## config.mk

```make
export PLATFORM = sky130hd
export DESIGN_NAME = prbs_lane
export DESIGN_NICKNAME = d
export VERILOG_FILES = /design/src/rtl/prbs_chk_pkg.sv /design/src/rtl/prbs_sym_predict.sv /design/src/rtl/prbs_err_meter.sv /design/src/rtl/prbs_win_judge.sv /design/src/rtl/prbs_lane.sv
export SDC_FILE = /design/constraint.sdc
export NUM_CORES = 1
export LEC_CHECK = 0
export BUFFER_PORTS_ARGS = -buffer_cell sky130_fd_sc_hd__buf_2
export CAP_MARGIN = 20
export CORE_MARGIN = 2
export CORE_UTILIZATION = 50
export CTS_CLUSTER_DIAMETER = 40
export DETAILED_ROUTE_END_ITERATION = 10
export PLACE_DENSITY = 0.7
export SYNTH_ARGS = -nofsm -noshare
export SYNTH_HDL_FRONTEND = slang
export SYNTH_SLANG_ARGS = --single-unit
```

## constraint.sdc

```tcl
create_clock -name clk -period 9.6 [get_ports clk]
set_input_delay 1.92 -clock clk [delete_from_list [all_inputs] [get_ports clk]]
set_output_delay 1.92 -clock clk [all_outputs]
set_load 0.02 [all_outputs]
```

## src/rtl/prbs_chk_pkg.sv

```systemverilog
package prbs_chk_pkg;

   // polynomial select codes
   typedef enum logic [1:0] {
      POLY_P11 = 2'd0,
      POLY_P15 = 2'd1,
      POLY_P7  = 2'd2,
      POLY_P31 = 2'd3
   } poly_e;

   // per-lane control byte, msb first
   typedef struct packed {
      poly_e      poly;
      logic [1:0] width;
      logic       clr;
      logic       frz;
      logic       rev;
      logic       spare;
   } lane_ctl_t;

   typedef enum logic [1:0] {
      VERD_NONE = 2'b00,
      VERD_PASS = 2'b01,
      VERD_FAIL = 2'b10
   } verdict_e;

   localparam int HIST_W     = 31;
   localparam int LANE_CTL_W = $bits(lane_ctl_t);
   localparam logic [1:0] WIDTH_FULL = 2'd3;

   // recurrence taps: b[n] = b[n-A] ^ b[n-B]
   localparam int P7_A  = 7;
   localparam int P7_B  = 6;
   localparam int P11_A = 11;
   localparam int P11_B = 9;
   localparam int P15_A = 15;
   localparam int P15_B = 14;
   localparam int P31_A = 31;
   localparam int P31_B = 28;

   function automatic int poly_degree(input poly_e p);
      case (p)
         POLY_P7:  return P7_A;
         POLY_P11: return P11_A;
         POLY_P15: return P15_A;
         default:  return P31_A;
      endcase
   endfunction

endpackage

```

## src/rtl/prbs_sym_predict.sv

```systemverilog
module prbs_sym_predict
   import prbs_chk_pkg::*;
#(
   parameter int SYM_W = 10
) (
   input  poly_e              poly,
   input  logic               seeding,
   input  logic [HIST_W-1:0]  hist_q,
   input  logic [SYM_W-1:0]   rx_bits,
   output logic [HIST_W-1:0]  hist_d,
   output logic [SYM_W-1:0]   mism
);

   logic [HIST_W-1:0] h;
   logic              nb;

   always_comb begin
      h    = hist_q;
      mism = '0;
      nb   = 1'b0;
      for (int k = 0; k < SYM_W; k++) begin
         case (poly)
            POLY_P7:  nb = h[P7_A-1]  ^ h[P7_B-1];
            POLY_P11: nb = h[P11_A-1] ^ h[P11_B-1];
            POLY_P15: nb = h[P15_A-1] ^ h[P15_B-1];
            default:  nb = h[P31_A-1] ^ h[P31_B-1];
         endcase
         if (seeding) begin
            h = {h[HIST_W-2:0], rx_bits[k]};
         end else begin
            mism[k] = nb ^ rx_bits[k];
            h       = {h[HIST_W-2:0], nb};
         end
      end
      hist_d = h;
   end

endmodule

```

## src/rtl/prbs_err_meter.sv

```systemverilog
module prbs_err_meter #(
   parameter int CNT_W = 16,
   parameter int ADD_W = 4
) (
   input  logic             clk,
   input  logic             rst_n,
   input  logic             hold,
   input  logic             clr,
   input  logic             frz,
   input  logic             add_en,
   input  logic [ADD_W-1:0] add_val,
   output logic [CNT_W-1:0] cnt
);

   localparam logic [CNT_W-1:0] CNT_MAX = '1;

   logic [CNT_W:0] sum;

   generate
      if (ADD_W > CNT_W) begin : g_bad_w
         $error("prbs_err_meter: ADD_W must not exceed CNT_W");
      end
   endgenerate

   always_comb sum = {1'b0, cnt} + (CNT_W+1)'(add_val);

   always_ff @(posedge clk or negedge rst_n) begin
      if (!rst_n) begin
         cnt <= '0;
      end else if (hold || clr) begin
         cnt <= '0;
      end else if (!frz && add_en) begin
         cnt <= sum[CNT_W] ? CNT_MAX : sum[CNT_W-1:0];
      end
   end

   assert_clear_zero_R6: assert property (@(posedge clk) disable iff (!rst_n)
      clr |=> cnt == '0);
   assert_freeze_hold_R7: assert property (@(posedge clk) disable iff (!rst_n)
      (!hold && !clr && frz) |=> $stable(cnt));
   assert_no_wrap_R8: assert property (@(posedge clk) disable iff (!rst_n)
      (!hold && !clr && cnt == CNT_MAX) |=> cnt == CNT_MAX);
   assert_monotone_R8: assert property (@(posedge clk) disable iff (!rst_n)
      (!hold && !clr) |=> cnt >= $past(cnt));

endmodule

```

## src/rtl/prbs_win_judge.sv

```systemverilog
module prbs_win_judge
   import prbs_chk_pkg::*;
#(
   parameter int WIN_W = 12,
   parameter int THR_W = 8,
   parameter int ADD_W = 4
) (
   input  logic             clk,
   input  logic             rst_n,
   input  logic             hold,
   input  logic [WIN_W-1:0] win_last,
   input  logic [THR_W-1:0] thr,
   input  logic             step,
   input  logic [ADD_W-1:0] err_add,
   output verdict_e         verdict
);

   localparam int ACC_W = THR_W + 1;
   localparam logic [ACC_W-1:0] ACC_MAX = '1;

   logic [WIN_W-1:0] win_cnt;
   logic [ACC_W-1:0] acc;
   logic [ACC_W:0]   acc_sum;
   logic [ACC_W-1:0] acc_sat;
   logic             closing;

   always_comb begin
      acc_sum = {1'b0, acc} + (ACC_W+1)'(err_add);
      acc_sat = acc_sum[ACC_W] ? ACC_MAX : acc_sum[ACC_W-1:0];
      closing = step && (win_cnt == win_last);
   end

   always_ff @(posedge clk or negedge rst_n) begin
      if (!rst_n) begin
         win_cnt <= '0;
         acc     <= '0;
         verdict <= VERD_NONE;
      end else if (hold) begin
         win_cnt <= '0;
         acc     <= '0;
         verdict <= VERD_NONE;
      end else if (closing) begin
         win_cnt <= '0;
         acc     <= '0;
         verdict <= (acc_sat <= ACC_W'(thr)) ? VERD_PASS : VERD_FAIL;
      end else if (step) begin
         win_cnt <= win_cnt + 1'b1;
         acc     <= acc_sat;
      end
   end

   assert_legal_verdict_R9: assert property (@(posedge clk) disable iff (!rst_n)
      verdict != 2'b11);
   assert_hold_clears_R1: assert property (@(posedge clk) disable iff (!rst_n)
      hold |=> verdict == VERD_NONE);
   assert_verdict_at_close_R9: assert property (@(posedge clk) disable iff (!rst_n)
      (!hold && !closing) |=> $stable(verdict));

endmodule

```

## src/rtl/prbs_lane.sv

```systemverilog
module prbs_lane
   import prbs_chk_pkg::*;
#(
   parameter int SYM_W = 10,
   parameter int CNT_W = 16,
   parameter int WIN_W = 12,
   parameter int THR_W = 8
) (
   input  logic             clk,
   input  logic             rst_n,
   input  logic             hold,
   input  lane_ctl_t        ctl,
   input  logic [WIN_W-1:0] win_last,
   input  logic [THR_W-1:0] thr,
   input  logic             sym_valid,
   input  logic [SYM_W-1:0] sym,
   output verdict_e         verdict,
   output logic [CNT_W-1:0] cnt
);

   localparam int ADD_W  = $clog2(SYM_W + 1);
   localparam int SEED_W = $clog2(HIST_W / SYM_W + 2);

   poly_e             cfg_poly;
   logic              cfg_rev;
   logic              cfg_act;
   logic              seeded;
   logic [SEED_W-1:0] seed_cnt;
   logic [HIST_W-1:0] hist_q;
   logic [HIST_W-1:0] hist_d;
   logic [SYM_W-1:0]  rx_bits;
   logic [SYM_W-1:0]  mism;
   logic [ADD_W-1:0]  pop;
   logic              take;
   logic              check;
   int                seed_need;

   // time-order the symbol bits
   generate
      for (genvar k = 0; k < SYM_W; k++) begin : g_order
         assign rx_bits[k] = cfg_rev ? sym[SYM_W-1-k] : sym[k];
      end
   endgenerate

   always_comb begin
      seed_need = (poly_degree(cfg_poly) + SYM_W - 1) / SYM_W;
      take      = sym_valid && cfg_act && !hold;
      check     = take && seeded;
      pop       = '0;
      for (int k = 0; k < SYM_W; k++) pop = pop + ADD_W'(mism[k]);
   end

   prbs_sym_predict #(.SYM_W(SYM_W)) u_pred (
      .poly    (cfg_poly),
      .seeding (!seeded),
      .hist_q  (hist_q),
      .rx_bits (rx_bits),
      .hist_d  (hist_d),
      .mism    (mism)
   );

   always_ff @(posedge clk or negedge rst_n) begin
      if (!rst_n) begin
         cfg_poly <= POLY_P11;
         cfg_rev  <= 1'b0;
         cfg_act  <= 1'b0;
         seeded   <= 1'b0;
         seed_cnt <= '0;
         hist_q   <= '0;
      end else if (hold) begin
         cfg_poly <= ctl.poly;
         cfg_rev  <= ctl.rev;
         cfg_act  <= (ctl.width == WIDTH_FULL);
         seeded   <= 1'b0;
         seed_cnt <= '0;
         hist_q   <= '0;
      end else if (take) begin
         hist_q <= hist_d;
         if (!seeded) begin
            seed_cnt <= seed_cnt + 1'b1;
            if (int'(seed_cnt) + 1 >= seed_need) seeded <= 1'b1;
         end
      end
   end

   prbs_err_meter #(.CNT_W(CNT_W), .ADD_W(ADD_W)) u_meter (
      .clk     (clk),
      .rst_n   (rst_n),
      .hold    (hold),
      .clr     (ctl.clr),
      .frz     (ctl.frz),
      .add_en  (check),
      .add_val (pop),
      .cnt     (cnt)
   );

   prbs_win_judge #(.WIN_W(WIN_W), .THR_W(THR_W), .ADD_W(ADD_W)) u_judge (
      .clk      (clk),
      .rst_n    (rst_n),
      .hold     (hold),
      .win_last (win_last),
      .thr      (thr),
      .step     (check),
      .err_add  (pop),
      .verdict  (verdict)
   );

   assert_idle_lane_R5: assert property (@(posedge clk) disable iff (!rst_n)
      (!hold && !cfg_act) |=> (cnt == '0 && verdict == VERD_NONE));
   assert_invalid_still_R11: assert property (@(posedge clk) disable iff (!rst_n)
      (!hold && !sym_valid) |=> ($stable(hist_q) && $stable(seeded)));
   assert_seed_quiet_R3: assert property (@(posedge clk) disable iff (!rst_n)
      (!hold && !seeded && !ctl.clr) |=> $stable(cnt));

endmodule

```

==> impl_metrics.py, run 1 <==
metrics = {
    "routing": {
        "drt-vias-per-instance": 5.63,
        "ant_nets": 0,
        "wl_per_cell_um": 16.0,
        "dr.first_iter.drc_count": 252,
        "drc": 0,
        "dr.pass1.iters": 5,
        "via_count": 4525,
        "wl_mm": 12.9,
    },
    "cts": {
        "cts_buffers": 9,
        "post-cts-setup-buffer-count": 0,
        "cts_tree": "built",
        "path_clk_slew_ps": 90,
        "htreeDepth": 3,
        "clockBufferDepth": 2,
        "clk_latency_ps": 360,
        "post_cts_resized": 0,
        "clock-sinks": 78,
        "postCtsHoldBufs": 0,
        "cts_root_buf": "clkbuf_8",
    },
    "logic_synthesis": {
        "synth.distinct_cells": 58,
        "synth_warnings": 0,
        "ys_seq_area_share_pct": 35.0,
        "syn_area_per_cell_um2": 8.89,
        "synth_top_area_share_pct": 35.0,
        "synthCells": 627,
        "ys_seq_elements": 78,
        "synth_nets": 701,
        "synth_flop_cell": "dfrtp_1",
        "synth_edf_count": 0,
        "synth_area_um2": 5570,
        "async_flop_share_pct": 100,
        "yosysMostFrequentCell": "nand2_1",
        "synth_commonest_cells": "nand2_1 (101), dfrtp_1 (78), a21oi_1 (51)",
        "yosys.area.top_type": "dfrtp_1",
        "synth_area_leaders": "dfrtp_1 (35%), xor2_1 (7.2%), nand2_1 (6.8%)",
    },
    "die": {
        "start_util_pct": 51.4,
        "core_area_um2": 10800,
        "ioPinCount": 60,
        "die_y_um": 110,
        "die_w_um": 110,
        "rows": 38,
        "dieArea_um2": 12000,
    },
    "sta": {
        "period_needed_ps": 8380,
        "max_freq_mhz": 119,
        "skew_ps": 14.7,
        "worst_slack_ps": 1220,
        "tightest_slew_ps": 1000,
        "whs_ps": 507,
        "finalMaxSlewViolations": 0,
        "finalHoldViolCount": 0,
        "slew-limit-headroom_pct": 33.2,
        "rsz0062_at_grt": "no",
        "fin_crit_sh_pct": 87.3,
        "final.setup.tns_ps": 0,
        "setup_viol": 0,
    },
    "critical_path": {
        "cp-start-kind": "input port",
        "crit_path_max_fanout": 7,
        "worstSetupEndpointType": "flip-flop",
        "critical_path_required_ps": 9910,
        "crit_type": "input port to flip-flop",
        "cpPeakStageDelay_ps": 600,
        "path_common_cell": "nand2_1",
        "cp_data_arrival_time_ps": 8690,
        "slowest_stage": "fa_1",
    },
    "grt": {
        "grt_start_max_net_pins": 79,
        "grt_use_total_pct": 22.8,
        "grt_pass1_wl_mm": 21.5,
        "grt_pass1_vias": 4432,
        "antenna_found_initial": 0,
        "grt_overflow": 0,
    },
    "placed_design": {
        "post-place-ws_ps": 849,
        "dp_hpwl_mm": 9.24,
        "place.gp.congestion": 0.867,
        "place_inst": 788,
        "io_buffers": 58,
        "place_area_um2": 5820,
    },
    "layout": {
        "syn2layout_area_growth_pct": 8.13,
        "fin_cells": 804,
        "layout.nets": 733,
        "fill_cells": 994,
        "diodes": 0,
        "fin_util_pct": 55.6,
        "final_cell_area_um2": 6020,
        "drive_above_1_share_pct": 14.9,
    },
    "power_and_ir_drop": {
        "p_leak_nw": 2.91,
        "fin_total_pwr_uw": 721,
        "ir_drop_uv": 80.3,
        "p_per_area_nw_per_um2": 120,
    },
    "flow_run": {
        "cap_violations": 0,
    },
    "worst_hold_path": {
        "hold_path.class": "flip-flop to flip-flop",
    },
    "outcome": {
        "status": "finished clean",
    },
}
[final timing paths]
path / startpoint / end / slack, ps / cells after the start
worst max-delay path: sym[9] / u_judge.verdict[0] / 1220 / 32
min in group asynchronous: rst_n / cfg_act / 1700 / 1
max in group asynchronous: rst_n / hist_q[9] / 7230 / 1
worst min register to register: u_judge.acc[0] / u_judge.acc[0] / 510 / 2
worst min-delay path: u_judge.acc[0] / u_judge.acc[0] / 510 / 2
worst max register to register: cfg_poly[1] / u_judge.verdict[0] / 1850 / 30
[flip-flops by register name, summed over array words and instances (netlist names)]
signal and flops:
hist_q 31, u_meter.cnt 16, u_judge.win_cnt 12, u_judge.acc 9, seed_cnt 3, cfg_poly 2
u_judge.verdict 2, cfg_act 1, cfg_rev 1, seeded 1
[cell usage in the layout (no fill, tap or decap), types with 4 or more instances in the layout]
| master | n |
|---|---|
| mux2_2 | 6 |
| nor4_1 | 5 |
| a31oi_1 | 10 |
| mux4_2 | 4 |
| clkbuf_8 | 9 |
| nand2b_1 | 5 |
| and3_1 | 5 |
| a22o_1 | 8 |
| o21ai_1 | 7 |
| xnor2_1 | 32 |
| inv_1 | 27 |
| buf_2 | 57 |
| a211oi_1 | 9 |
| nand2_1 | 101 |
| a21o_1 | 5 |
| nor2b_1 | 5 |
| mux2i_1 | 14 |
| nor3_1 | 9 |
| nor2_1 | 46 |
| buf_4 | 5 |
| ha_1 | 24 |
| xor2_1 | 46 |
| nand3_1 | 14 |
| fa_1 | 8 |
| nand4_1 | 10 |
| dfrtp_1 | 78 |
| o21ai_0 | 20 |
| a21oi_1 | 51 |
[kinds of logic after synthesis]
group,after synthesis,share of synthesized area (%)
XOR/XNOR,79,12.8
multiplexers,27,6.31
flip-flops,78,35.0
AND/OR/NAND/NOR,215,17.3
buffers and inverters,69,6.33
AO/OA/AOI/OAI,127,14.0
adder cells (fa/ha/maj),32,8.26
[per-layer routing]
layer  GRT usage (%)  up-vias  wire, um
li1                -     2197         -
met2            36.3      131      6100
met4            5.15        0       117
met1            32.0     2185      6010
met3            4.98       12       666
met5               0        -         0
[area by class of cell]
type	instances	area, um2	share of cell area, %
clock inverters	7	78.8	1.31
multi-input cells	480	3270	54.2
inverters	28	105	1.74
flip-flops and latches	78	1950	32.4
well taps	140	175	2.91
clock buffers	9	124	2.06
repair buffers	62	323	5.36
[critical path, delay by kind of cell]
family                     cells  cell delay (ps)
AOI/OAI and AO/OA              7             1420
xor gates and xnor gates       3              610
adders and majority gates      7             2810
buffers and inverters          4              270
muxes                          2              470
and+or+nand+nor                9             1170
[report_power, final]
part	switching, mW	total [mW]	internal (mW)
Clock	0.135	0.258	0.123
Sequential	0.0139	0.347	0.333
Combinational	0.0671	0.117	0.0494
Total	0.216	0.721	0.505
(Power assumes the default switching activity.)
==> inputs of run 2 (changes only) <==
--- a/config.mk
+++ b/config.mk
@@ -11,7 +11,8 @@
 export CORE_UTILIZATION = 50
 export CTS_CLUSTER_DIAMETER = 40
 export DETAILED_ROUTE_END_ITERATION = 10
-export PLACE_DENSITY = 0.7
+export PLACE_DENSITY = 0.69
 export SYNTH_ARGS = -nofsm -noshare
 export SYNTH_HDL_FRONTEND = slang
+export SYNTH_HIERARCHICAL = 1
 export SYNTH_SLANG_ARGS = --single-unit
==> run 2 against run 1 <==
Against the previous run:
- count of clock-buffer cells in the layout rose by 2
- die area rose by 3.6%
- clock skew fell by 6.5 ps
- register-to-register slack improved by 220 ps
- first-iteration DRC count rose by 12%
- critical path type unchanged
- combinational power fell by 7%
- clock power rose by 47%
- synthesized cell count fell by 5.1%
- area after synthesis rose by 3.8%
- total power rose by 16%
==> impl_metrics.py, run 2 <==
metrics = {
    "layout": {
        "largest_register_ffs": 31,
        "fill_cells": 1003,
        "most-common-layout-cells": "dfrtp_1 (78), buf_2 (57), xor2_1 (45)",
        "layout.nets": 694,
        "final_cell_area_um2": 6340,
        "diodes": 0,
        "drive_above_1_share_pct": 19.5,
        "layout_commonest_cell": "dfrtp_1",
        "largest-register": "hist_q",
        "syn2layout_area_growth_pct": 9.72,
        "top_regs": "hist_q: 31 flops, u_meter/cnt: 16 flops, u_judge/win_cnt: 12 flops",
    },
    "logic_synthesis": {
        "synth_area_um2": 5780,
        "ys_seq_elements": 78,
        "ys_seq_area_share_pct": 33.8,
        "synth_warnings": 6,
        "synth_area_leaders": "dfrtp_1 (34%), xor2_1 (6.8%), ha_1 (5.0%)",
        "synth_edf_count": 0,
        "syn_area_per_cell_um2": 9.72,
        "yosys.area.top_type": "dfrtp_1",
        "yosys.area_share.simple_pct": 14.3,
        "synth.distinct_cells": 77,
        "async_flop_share_pct": 100,
        "muxShareOfSynthArea_pct": 7.38,
        "synthCells": 595,
        "synth_commonest_cells": "dfrtp_1 (78), xor2_1 (45), nor2_1 (43)",
        "synthAdderAreaFrac_pct": 7.75,
        "synth_flop_cell": "dfrtp_1",
        "synth-xor-area-share_pct": 11.4,
        "synth_nets": 668,
        "synth_top_area_share_pct": 33.8,
        "yosysMostFrequentCell": "dfrtp_1",
        "synth_compound_area_share_pct": 17.9,
        "synth_top_family_by_area": "compound AO/OA/AOI/OAI gates",
    },
    "worst_hold_path": {
        "hold_depth": 2,
        "min_from": "u_judge/acc[0]",
        "holdPathEnd": "u_judge/acc[0]",
        "hold_path.class": "flip-flop to flip-flop",
    },
    "routing": {
        "wl_met1_mm": 6.09,
        "dr.pass1.iters": 5,
        "wl_per_cell_um": 17.1,
        "drc": 0,
        "dr_wl_met2_mm": 6.30,
        "ant_nets": 0,
        "dr.first_iter.drc_count": 281,
        "drt-vias-per-instance": 5.92,
        "topRoutingLayerUsed": "met4",
        "wl_mm": 13.2,
        "met3_length_um": 620,
        "via_count": 4554,
    },
    "sta": {
        "max_freq_mhz": 122,
        "final.setup.tns_ps": 0,
        "skew_ps": 8.19,
        "setup_viol": 0,
        "finalHoldViolCount": 0,
        "finalMaxSlewViolations": 0,
        "tightest_slew_ps": 774,
        "slew-limit-headroom_pct": 48.3,
        "period_needed_ps": 8210,
        "fin_crit_sh_pct": 85.5,
        "rsz0062_at_grt": "no",
    },
    "critical_path": {
        "r2r-end": "u_judge/verdict[1]",
        "crit_path_max_fanout": 4,
        "crit_type": "input port to flip-flop",
        "ff2ff_path_depth": 26,
        "r2r_slack_ps": 2070,
        "critical_path_required_ps": 9790,
        "cp-start-kind": "input port",
        "worstSetupEndpointType": "flip-flop",
        "cp_data_arrival_time_ps": 8400,
        "reg2reg_from": "cfg_poly[1]",
    },
    "grt": {
        "grt_pass1_vias": 4451,
        "grt_overflow": 0,
        "grt_pass1_wl_mm": 22.3,
        "antenna_found_initial": 0,
        "grt_use_total_pct": 21.9,
        "grt_start_max_net_pins": 79,
    },
    "cts": {
        "clk_latency_ps": 340,
        "clock-sinks": 78,
        "cts_buffers": 9,
        "clockBufferDepth": 2,
        "postCtsHoldBufs": 0,
        "htreeDepth": 3,
        "path_clk_slew_ps": 60,
        "cts_root_buf": "clkbuf_16",
        "post-cts-setup-buffer-count": 0,
        "post_cts_resized": 0,
        "cts_tree": "built",
    },
    "power_and_ir_drop": {
        "ir_drop_uv": 89.9,
        "p_per_area_nw_per_um2": 132,
        "p_leak_nw": 2.97,
    },
    "die": {
        "die_y_um": 112,
        "rows": 39,
        "core_area_um2": 11400,
        "die_w_um": 112,
        "ioPinCount": 60,
        "dieArea_um2": 12400,
        "start_util_pct": 50.9,
    },
    "outcome": {
        "status": "finished clean",
    },
    "placed_design": {
        "io_buffers": 58,
        "place_area_um2": 5970,
        "dp_hpwl_mm": 9.38,
        "place.gp.congestion": 0.852,
    },
    "flow_run": {
        "cap_violations": 0,
    },
}
## run 2: cell type report
cell class	instances	area, um2	share of cell area, %
inverters	36	135	2.13
well taps	143	179	2.82
multi-input cells	434	3400	53.6
flip-flops and latches	78	1950	30.8
repair buffers	62	343	5.40
clock inverters	5	81.3	1.28
clock buffers	11	253	3.98
## run 2: critical path, stage by stage
cell and delay, ps:
buf_2 100, mux2_2 300, and3b_1 170, o21ai_0 160, o21ai_0 150, or4_1 480, o311ai_1 100, inv_1 100
fa_1 520, fa_1 430, fa_1 480, inv_1 50, ha_1 180, inv_1 70, fa_1 410, inv_1 210
inv_1 100, fa_1 460, nand2b_1 200, a211oi_1 260, xnor2_1 150, nand2_1 90, ha_1 290, a211oi_1 300
o211ai_1 140, o211ai_1 270, nand3b_1 130, nor3b_1 150
## run 2: report_power, final
group          total [mW]  switching (mW)  internal [mW]
logic               0.109          0.0612         0.0481
registers           0.347          0.0132          0.333
clock network       0.380           0.138          0.242
total               0.836           0.213          0.623
## run 2: worst max-delay path by stage
stage / from / end / slack [ps] / cells after the start
finish: sym[9] / u_judge/verdict[1] / 1390 / 28
global route: sym[7] / u_judge/verdict[1] / 1000 / 28
global placement: sym[7] / u_judge/verdict[1] / 1180 / 28
floorplan: sym[9] / u_judge/verdict[1] / 1810 / 27
detailed placement: sym[9] / u_judge/verdict[1] / 1090 / 28
CTS: sym[9] / u_judge/verdict[1] / 1410 / 28
## run 2: logic make-up (layout without fill, tap and decap cells)
family	count (synthesis)	in the layout
buffers and inverters	83	114
AOI/OAI and AO/OA	141	141
DFF	78	78
xor gates and xnor gates	75	75
adders and majority gates	31	31
muxes	34	34
and+or+nand+nor	153	153
## run 2: metal layers
layer	track usage, %	vias to the layer above
met1	30.9	2233
met3	4.57	12
li1	-	2185
met2	34.8	124
met5	0	-
met4	5.60	0
## run 2: metrics by stage
stage | total power [mW] | std cells | hold slack, ps | util, % | setup slack [ps]
after floorplan | 0.427 | 595 | 454 | - | 1810
after global placement | 0.456 | 751 | 468 | 52.5 | 1180
after detailed placement | 0.460 | 751 | 478 | 52.5 | 1090
after CTS | 0.844 | 767 | 493 | 55.5 | 1410
after global routing | 0.872 | 769 | 520 | 55.8 | 1000
final | 0.836 | 769 | 489 | 55.8 | 1390
